File: src/rtl/tw_pkg.sv
package tw_pkg;
  localparam int AW      = 32;
  localparam int ATTR_W  = 2;
  localparam int KIND_W  = 2;

  typedef enum logic [2:0] {
    ST_IDLE, ST_L1_REQ, ST_L1_WAIT, ST_L2_REQ, ST_L2_WAIT, ST_DONE
  } tw_state_e;

  typedef enum logic [1:0] {
    TW_OK      = 2'b00,
    TW_XFAULT  = 2'b01,
    TW_BUS_ERR = 2'b10
  } tw_status_e;

  localparam logic [KIND_W-1:0] K_FAULT  = 2'b00;
  localparam logic [KIND_W-1:0] K_COARSE = 2'b01;
  localparam logic [KIND_W-1:0] K_SECT   = 2'b10;
  localparam logic [KIND_W-1:0] K_FINE   = 2'b11;
endpackage

File: src/rtl/tw_addr_gen.sv
module tw_addr_gen
  import tw_pkg::*;
(
  input  logic [AW-1:0] va,
  input  logic [AW-1:0] tbase,
  input  logic [AW-1:0] l1_desc,
  output logic [AW-1:0] l1_addr,
  output logic [AW-1:0] l2_addr
);
  logic unused_ag;
  assign unused_ag = ^{tbase[13:0], va[9:0], l1_desc[9:2]};

  // first-level index: va[31:20] word index under a 16 KiB aligned base
  assign l1_addr = {tbase[31:14], va[31:20], 2'b00};

  // second-level index width depends on the table kind
  always_comb begin
    if (l1_desc[KIND_W-1:0] == K_FINE)
      l2_addr = {l1_desc[31:12], va[19:10], 2'b00};
    else
      l2_addr = {l1_desc[31:10], va[19:12], 2'b00};
  end
endmodule

File: src/rtl/tw_desc_decode.sv
module tw_desc_decode
  import tw_pkg::*;
#(
  parameter bit SECOND_LVL = 1'b0
) (
  input  logic [AW-1:0]     desc,
  input  logic [AW-1:0]     va,
  input  logic              tiny_en,
  output logic              fault,
  output logic              leaf,
  output logic [AW-1:0]     pa,
  output logic [ATTR_W-1:0] attr
);
  logic [KIND_W-1:0] kind;
  assign kind = desc[KIND_W-1:0];
  assign attr = desc[3:2];

  generate
    if (SECOND_LVL) begin : g_lvl2
      logic unused_l2;
      assign unused_l2 = ^{tiny_en, desc[9:4], va[31:16]};
      assign fault = (kind == K_FAULT);
      assign leaf  = 1'b1;
      always_comb begin
        case (kind)
          2'b01:   pa = {desc[31:16], va[15:0]};
          2'b10:   pa = {desc[31:12], va[11:0]};
          2'b11:   pa = {desc[31:10], va[9:0]};
          default: pa = '0;
        endcase
      end
    end else begin : g_lvl1
      logic unused_l1;
      assign unused_l1 = ^{desc[19:4], va[31:20]};
      assign fault = (kind == K_FAULT) || ((kind == K_FINE) && !tiny_en);
      assign leaf  = (kind == K_SECT);
      assign pa    = {desc[31:20], va[19:0]};
    end
  endgenerate
endmodule

File: src/rtl/tw_ctrl.sv
module tw_ctrl
  import tw_pkg::*;
(
  input  logic              clk,
  input  logic              rst_n,
  input  logic              start,
  input  logic              mem_rvalid,
  input  logic              mem_err,
  input  logic              l1_fault,
  input  logic              l1_leaf,
  input  logic [AW-1:0]     l1_pa,
  input  logic [ATTR_W-1:0] l1_attr,
  input  logic              l2_fault,
  input  logic [AW-1:0]     l2_pa,
  input  logic [ATTR_W-1:0] l2_attr,
  output logic              accept,
  output logic              l1_load,
  output logic              sel_l2,
  output logic              busy,
  output logic              done,
  output logic              mem_req,
  output logic [1:0]        status,
  output logic [AW-1:0]     pa,
  output logic [ATTR_W-1:0] attr
);
  tw_state_e   state_q, state_d;
  logic        res_ld;
  tw_status_e  res_st_d;
  logic [AW-1:0]     res_pa_d;
  logic [ATTR_W-1:0] res_attr_d;
  tw_status_e  status_q;
  logic [AW-1:0]     pa_q;
  logic [ATTR_W-1:0] attr_q;

  always_comb begin
    state_d    = state_q;
    res_ld     = 1'b0;
    res_st_d   = TW_OK;
    res_pa_d   = '0;
    res_attr_d = '0;
    l1_load    = 1'b0;
    case (state_q)
      ST_IDLE:    if (start) state_d = ST_L1_REQ;
      ST_L1_REQ:  state_d = ST_L1_WAIT;
      ST_L1_WAIT: begin
        if (mem_rvalid) begin
          if (mem_err) begin
            state_d = ST_DONE; res_ld = 1'b1; res_st_d = TW_BUS_ERR;
          end else if (l1_fault) begin
            state_d = ST_DONE; res_ld = 1'b1; res_st_d = TW_XFAULT;
          end else if (l1_leaf) begin
            state_d = ST_DONE; res_ld = 1'b1;
            res_pa_d = l1_pa; res_attr_d = l1_attr;
          end else begin
            state_d = ST_L2_REQ; l1_load = 1'b1;
          end
        end
      end
      ST_L2_REQ:  state_d = ST_L2_WAIT;
      ST_L2_WAIT: begin
        if (mem_rvalid) begin
          state_d = ST_DONE;
          res_ld  = 1'b1;
          if (mem_err) begin
            res_st_d = TW_BUS_ERR;
          end else if (l2_fault) begin
            res_st_d = TW_XFAULT;
          end else begin
            res_pa_d = l2_pa; res_attr_d = l2_attr;
          end
        end
      end
      ST_DONE:    state_d = ST_IDLE;
      default:    state_d = ST_IDLE;
    endcase
  end

  always_ff @(posedge clk or negedge rst_n) begin
    if (!rst_n) state_q <= ST_IDLE;
    else        state_q <= state_d;
  end

  always_ff @(posedge clk or negedge rst_n) begin
    if (!rst_n) begin
      status_q <= TW_OK;
      pa_q     <= '0;
      attr_q   <= '0;
    end else if (res_ld) begin
      status_q <= res_st_d;
      pa_q     <= res_pa_d;
      attr_q   <= res_attr_d;
    end
  end

  assign accept  = (state_q == ST_IDLE) && start;
  assign sel_l2  = (state_q == ST_L2_REQ);
  assign busy    = (state_q != ST_IDLE);
  assign done    = (state_q == ST_DONE);
  assign mem_req = (state_q == ST_L1_REQ) || (state_q == ST_L2_REQ);
  assign status  = status_q;
  assign pa      = pa_q;
  assign attr    = attr_q;
endmodule

File: src/rtl/table_walker.sv
module table_walker
  import tw_pkg::*;
(
  input  logic              clk,
  input  logic              rst_n,
  input  logic              start,
  input  logic [AW-1:0]     va,
  input  logic [AW-1:0]     tbase,
  input  logic              tiny_en,
  output logic              busy,
  output logic              done,
  output logic [1:0]        status,
  output logic [AW-1:0]     pa,
  output logic [ATTR_W-1:0] attr,
  output logic              mem_req,
  output logic [AW-1:0]     mem_addr,
  input  logic              mem_rvalid,
  input  logic [AW-1:0]     mem_rdata,
  input  logic              mem_err
);
  logic [AW-1:0] va_q, tbase_q, l1_q;
  logic          tiny_q;
  logic          accept, l1_load, sel_l2;
  logic [AW-1:0] l1_addr, l2_addr;
  logic          l1_fault, l1_leaf, l2_fault, l2_leaf;
  logic [AW-1:0] l1_pa, l2_pa;
  logic [ATTR_W-1:0] l1_attr, l2_attr;
  logic unused_top;
  assign unused_top = l2_leaf;

  always_ff @(posedge clk or negedge rst_n) begin
    if (!rst_n) begin
      va_q    <= '0;
      tbase_q <= '0;
      tiny_q  <= 1'b0;
    end else if (accept) begin
      va_q    <= va;
      tbase_q <= tbase;
      tiny_q  <= tiny_en;
    end
  end

  always_ff @(posedge clk or negedge rst_n) begin
    if (!rst_n)       l1_q <= '0;
    else if (l1_load) l1_q <= mem_rdata;
  end

  tw_addr_gen u_addr (
    .va(va_q), .tbase(tbase_q), .l1_desc(l1_q),
    .l1_addr(l1_addr), .l2_addr(l2_addr)
  );

  tw_desc_decode #(.SECOND_LVL(1'b0)) u_dec_l1 (
    .desc(mem_rdata), .va(va_q), .tiny_en(tiny_q),
    .fault(l1_fault), .leaf(l1_leaf), .pa(l1_pa), .attr(l1_attr)
  );

  tw_desc_decode #(.SECOND_LVL(1'b1)) u_dec_l2 (
    .desc(mem_rdata), .va(va_q), .tiny_en(tiny_q),
    .fault(l2_fault), .leaf(l2_leaf), .pa(l2_pa), .attr(l2_attr)
  );

  tw_ctrl u_ctrl (
    .clk(clk), .rst_n(rst_n), .start(start),
    .mem_rvalid(mem_rvalid), .mem_err(mem_err),
    .l1_fault(l1_fault), .l1_leaf(l1_leaf), .l1_pa(l1_pa), .l1_attr(l1_attr),
    .l2_fault(l2_fault), .l2_pa(l2_pa), .l2_attr(l2_attr),
    .accept(accept), .l1_load(l1_load), .sel_l2(sel_l2),
    .busy(busy), .done(done), .mem_req(mem_req),
    .status(status), .pa(pa), .attr(attr)
  );

  assign mem_addr = sel_l2 ? l2_addr : l1_addr;
endmodule

File: config.mk
export PLATFORM = sky130hd
export DESIGN_NAME = table_walker
export DESIGN_NICKNAME = d
export VERILOG_FILES = /design/src/rtl/tw_pkg.sv /design/src/rtl/tw_addr_gen.sv /design/src/rtl/tw_desc_decode.sv /design/src/rtl/tw_ctrl.sv /design/src/rtl/table_walker.sv
export SDC_FILE = /design/constraint.sdc
export NUM_CORES = 1
export LEC_CHECK = 0
export BUFFER_PORTS_ARGS = -buffer_cell sky130_fd_sc_hd__clkbuf_2
export CAP_MARGIN = 20
export CORE_MARGIN = 5
export CORE_UTILIZATION = 40
export DETAILED_ROUTE_END_ITERATION = 16
export PLACE_DENSITY = 0.68
export SLEW_MARGIN = 15
export SYNTH_ARGS = -nofsm -noshare
export SYNTH_HDL_FRONTEND = slang
export SYNTH_SLANG_ARGS = --single-unit
File: constraint.sdc
create_clock -name clk -period 1.96 [get_ports clk]
set_clock_uncertainty 0.2 [all_clocks]
set_input_delay 0.392 -clock clk [delete_from_list [all_inputs] [get_ports clk]]
set_output_delay 0.392 -clock clk [all_outputs]
set_load 0.05 [all_outputs]
==> reports/metrics.yaml <==
run_status:
  status: "finished, violations left"
  violations: "negative setup slack"
die:
  dieArea_um2: 15600
  ios: 173
  placement_rows: 42
  core-area_um2: 13100
  dieWidth_um: 125
  initial_utilization: 0.404
  die_h_um: 125
synth:
  syn_avg_cell_area_um2: 13.5
  synth-seq-cells: 114
  synthDistinctLibCells: 38
  yosys.area_share.simple: 0.0412
  syn_inst: 393
  synth.area.mux_share: 0.249
  synth_most_common_cell: "dfrtp_1"
  syn-cell-area_um2: 5290
  synth_warnings: 0
  yosysTopAreaCell: "dfrtp_1"
  synth_flop_cell: "dfrtp_1"
  synth_top_family_by_area: "multiplexers"
  synthDominantCellAreaShare: 0.539
  yosys-top-cells-area: "dfrtp_1 (54%), mux2_2 (17%), mux2_4 (5.4%), o2bb2ai_1 (5.0%), o211ai_1 (3.5%)"
  synth_commonest_cells: "dfrtp_1 (114), mux2_2 (81), o2bb2ai_1 (30)"
  async_reset_ff_frac: 1.00
  synth_edf_count: 0
  yosysSeqAreaShare: 0.539
  synth_xor_area_frac: 0
  synth_compound_area_frac: 0.132
  synthAdderAreaFrac: 0
global_route:
  grt_pass1_wl_mm: 25.8
  first_global_vias: 4650
  track_usage: 0.212
  grt_max_degree: 30
  overflow: 0
  antenna_found_initial: 0
worst_setup_path:
  crit_chain: "nor2b_4, nand2_8, buf_16, mux2_4, clkbuf_16"
  startpoint_type: "flip-flop"
  cpPeakStageDelay_ns: 0.40
  slowest_stage: "dfrtp_1"
  crit_buf_inv: 2
  path_delay_family: "flip-flops"
  cp.arrival_ns: 1.76
  path_max_fanout: 8
  endpoint_kind: "primary output"
  required_ns: 1.37
  crit_type: "reg2out"
layout:
  drive_gt1_frac: 0.660
  fill_cells: 874
  area_delta_synth_final_pct: 67.4
  antennaDiodeCount: 0
  nNetsFinal: 715
routing:
  drtAntennaViolNets: 0
  drc: 0
  viasPerCell: 5.41
  drt_iter0_markers: 239
  vias: 4337
  first_pass_iters: 4
  detail_route.wl_per_cell_um: 21.9
  wl_mm: 17.5
clock_tree:
  clk_pin_slew_ns: 0.05
  cts-htree-levels: 4
  clk_latency_ns: 0.41
  cts-buffers-inserted: 17
  cts-root-buf: "clkbuf_16"
  clockBufferDepth: 2
  cts_sinks: 114
  cts_tree: "yes"
pwr:
  leakage_uw: 0.00424
  switching_share: 0.394
  p_per_area_nw_per_um2: 1870
  p_total_uw: 16600
  p_clk_frac: 0.198
  combPwrFrac: 0.556
  seqPwrFrac: 0.246
  internal-power_uw: 10100
  power_switching_uw: 6530
  ir_worst_vdd_mv: 0.943
run:
  max-cap-violations: 0
placed_design:
  place.gp.congestion: 0.837
  io_buffers: 150
  dpl.hpwl_mm: 10.1
worst_hold_path:
  min_path_type: "in2reg"
sta:
  max_freq_mhz: 426
  rsz0062_at_grt: "yes"
  hold_violations: 0
  drv_slew: 0
  min_period_over_period: 1.20
  finalSetupViolCount: 143
  post-route-min-period_ns: 2.35
  whs_ns: 0.0108
  slew_headroom: 0.632
  worst_pin_slew_ns: 0.547
  setup_ws_ns: -0.388
[timing repair]
item,CTS,global route
setup endpoints to repair,85,141
endpoints found under the hold margin,36,0
cloned,12,3
pin swaps,8,17
resized for setup,131,116
buffers inserted,14,14
hold buffers,13,0
[placed cells by master, fill, tap and decap left out, types with 2 or more instances in the layout]
master / instances
clkbuf_2: 116
dfrtp_1: 113
mux2_4: 78
buf_8: 29
o211ai_1: 25
buf_4: 25
clkbuf_16: 23
buf_12: 23
mux2_2: 22
o2bb2ai_1: 17
buf_6: 14
o2bb2ai_2: 13
dlygate4sd3_1: 13
o21ai_4: 11
mux2i_1: 9
a22oi_2: 7
a21oi_1: 7
nand2_4: 6
buf_16: 6
nor2_1: 5
nand2_2: 4
o21ai_0: 4
clkinv_2: 4
bufinv_16: 4
nor2b_4: 3
mux2i_2: 3
inv_1: 3
clkbuf_8: 3
nand2_1: 2
nand2b_1: 2
nand3_1: 2
or3b_4: 2
a31oi_4: 2
a211oi_2: 2
conb_1: 2
clkinvlp_4: 2
clkbuf_1: 2
[cell families after synthesis]
family,Yosys count
flops,114
mux,112
compound gates,93
simple gates,38
buf+inv,35
other cells,1
[sequential cells by signal, indices dropped and copies added (netlist names)]
name,cells
l1_q,24
va_q,32
u_ctrl.state_q,3
u_ctrl.pa,32
u_ctrl.attr,2
u_ctrl.status,2
tbase_q,18
tiny_q,1
[power by group through the flow]
stage	Clock (µW)	Sequential (µW)	Combinational [µW]
5_1_grt	3430	4200	9570
6_report	3280	4080	9230
4_1_cts	3310	3990	8520
3_3_place_gp	0	3900	6540
3_5_place_dp	0	3950	6640
2_1_floorplan	0	4420	4200
[final cells by class]
| cell class | instances | area (µm²) | share of cell area |
|---|---|---|---|
| multi-input combinational | 245 | 2870 | 0.325 |
| sequential | 114 | 2850 | 0.322 |
| timing repair buffer | 232 | 2270 | 0.256 |
| clock buffer | 22 | 474 | 0.0535 |
| tap | 176 | 220 | 0.0249 |
| clock inverter | 10 | 155 | 0.0175 |
| inverter | 3 | 11.3 | 0.00127 |
[worst reg2reg max path, delay by kind of cell, from the launching register on]
| kind | cells | cell delay [ns] |
|---|---|---|
| compound gates | 3 | 0.50 |
| buf+inv | 7 | 0.87 |
| flops | 1 | 0.40 |
| simple gates | 1 | 0.14 |
[final timing paths]
check	start	endpoint	slack (ns)	cells past startpoint
max	u_ctrl.state_q[2]	mem_addr[25]	-0.39	5
min	tiny_en	tiny_q	0.01	2
max reg2reg	u_ctrl.state_q[2]	u_ctrl.pa[7]	-0.27	11
min reg2reg	l1_q[0]	l1_q[0]	0.27	1
max in group asynchronous	rst_n	u_ctrl.pa[3]	0.73	3
min in group asynchronous	rst_n	va_q[16]	0.27	2
[per-layer routing]
metal,vias to the layer above,GRT usage,wire [µm],part of all wire
met5,-,0,0,0
met4,0,0.101,531,0.030
met3,45,0.0593,917,0.052
met2,160,0.334,8560,0.49
met1,2218,0.270,7540,0.43
li1,1914,-,-,-
[metrics by stage]
| step | utilization | setup TNS (ns) | std cells | worst slack (ns) | cell area, µm² |
|---|---|---|---|---|---|
| after floorplan | - | -0.222 | 394 | -0.0222 | 5430 |
| after global placement | 0.514 | -1.38 | 723 | -0.0519 | 6720 |
| after detailed placement | 0.514 | -1.94 | 723 | -0.0834 | 6720 |
| after CTS | 0.646 | -19.25 | 794 | -0.416 | 8460 |
| after global routing | 0.677 | -30.69 | 802 | -0.432 | 8860 |
| final | 0.677 | -23.67 | 802 | -0.388 | 8860 |
Power figures use the tool's default switching activity.
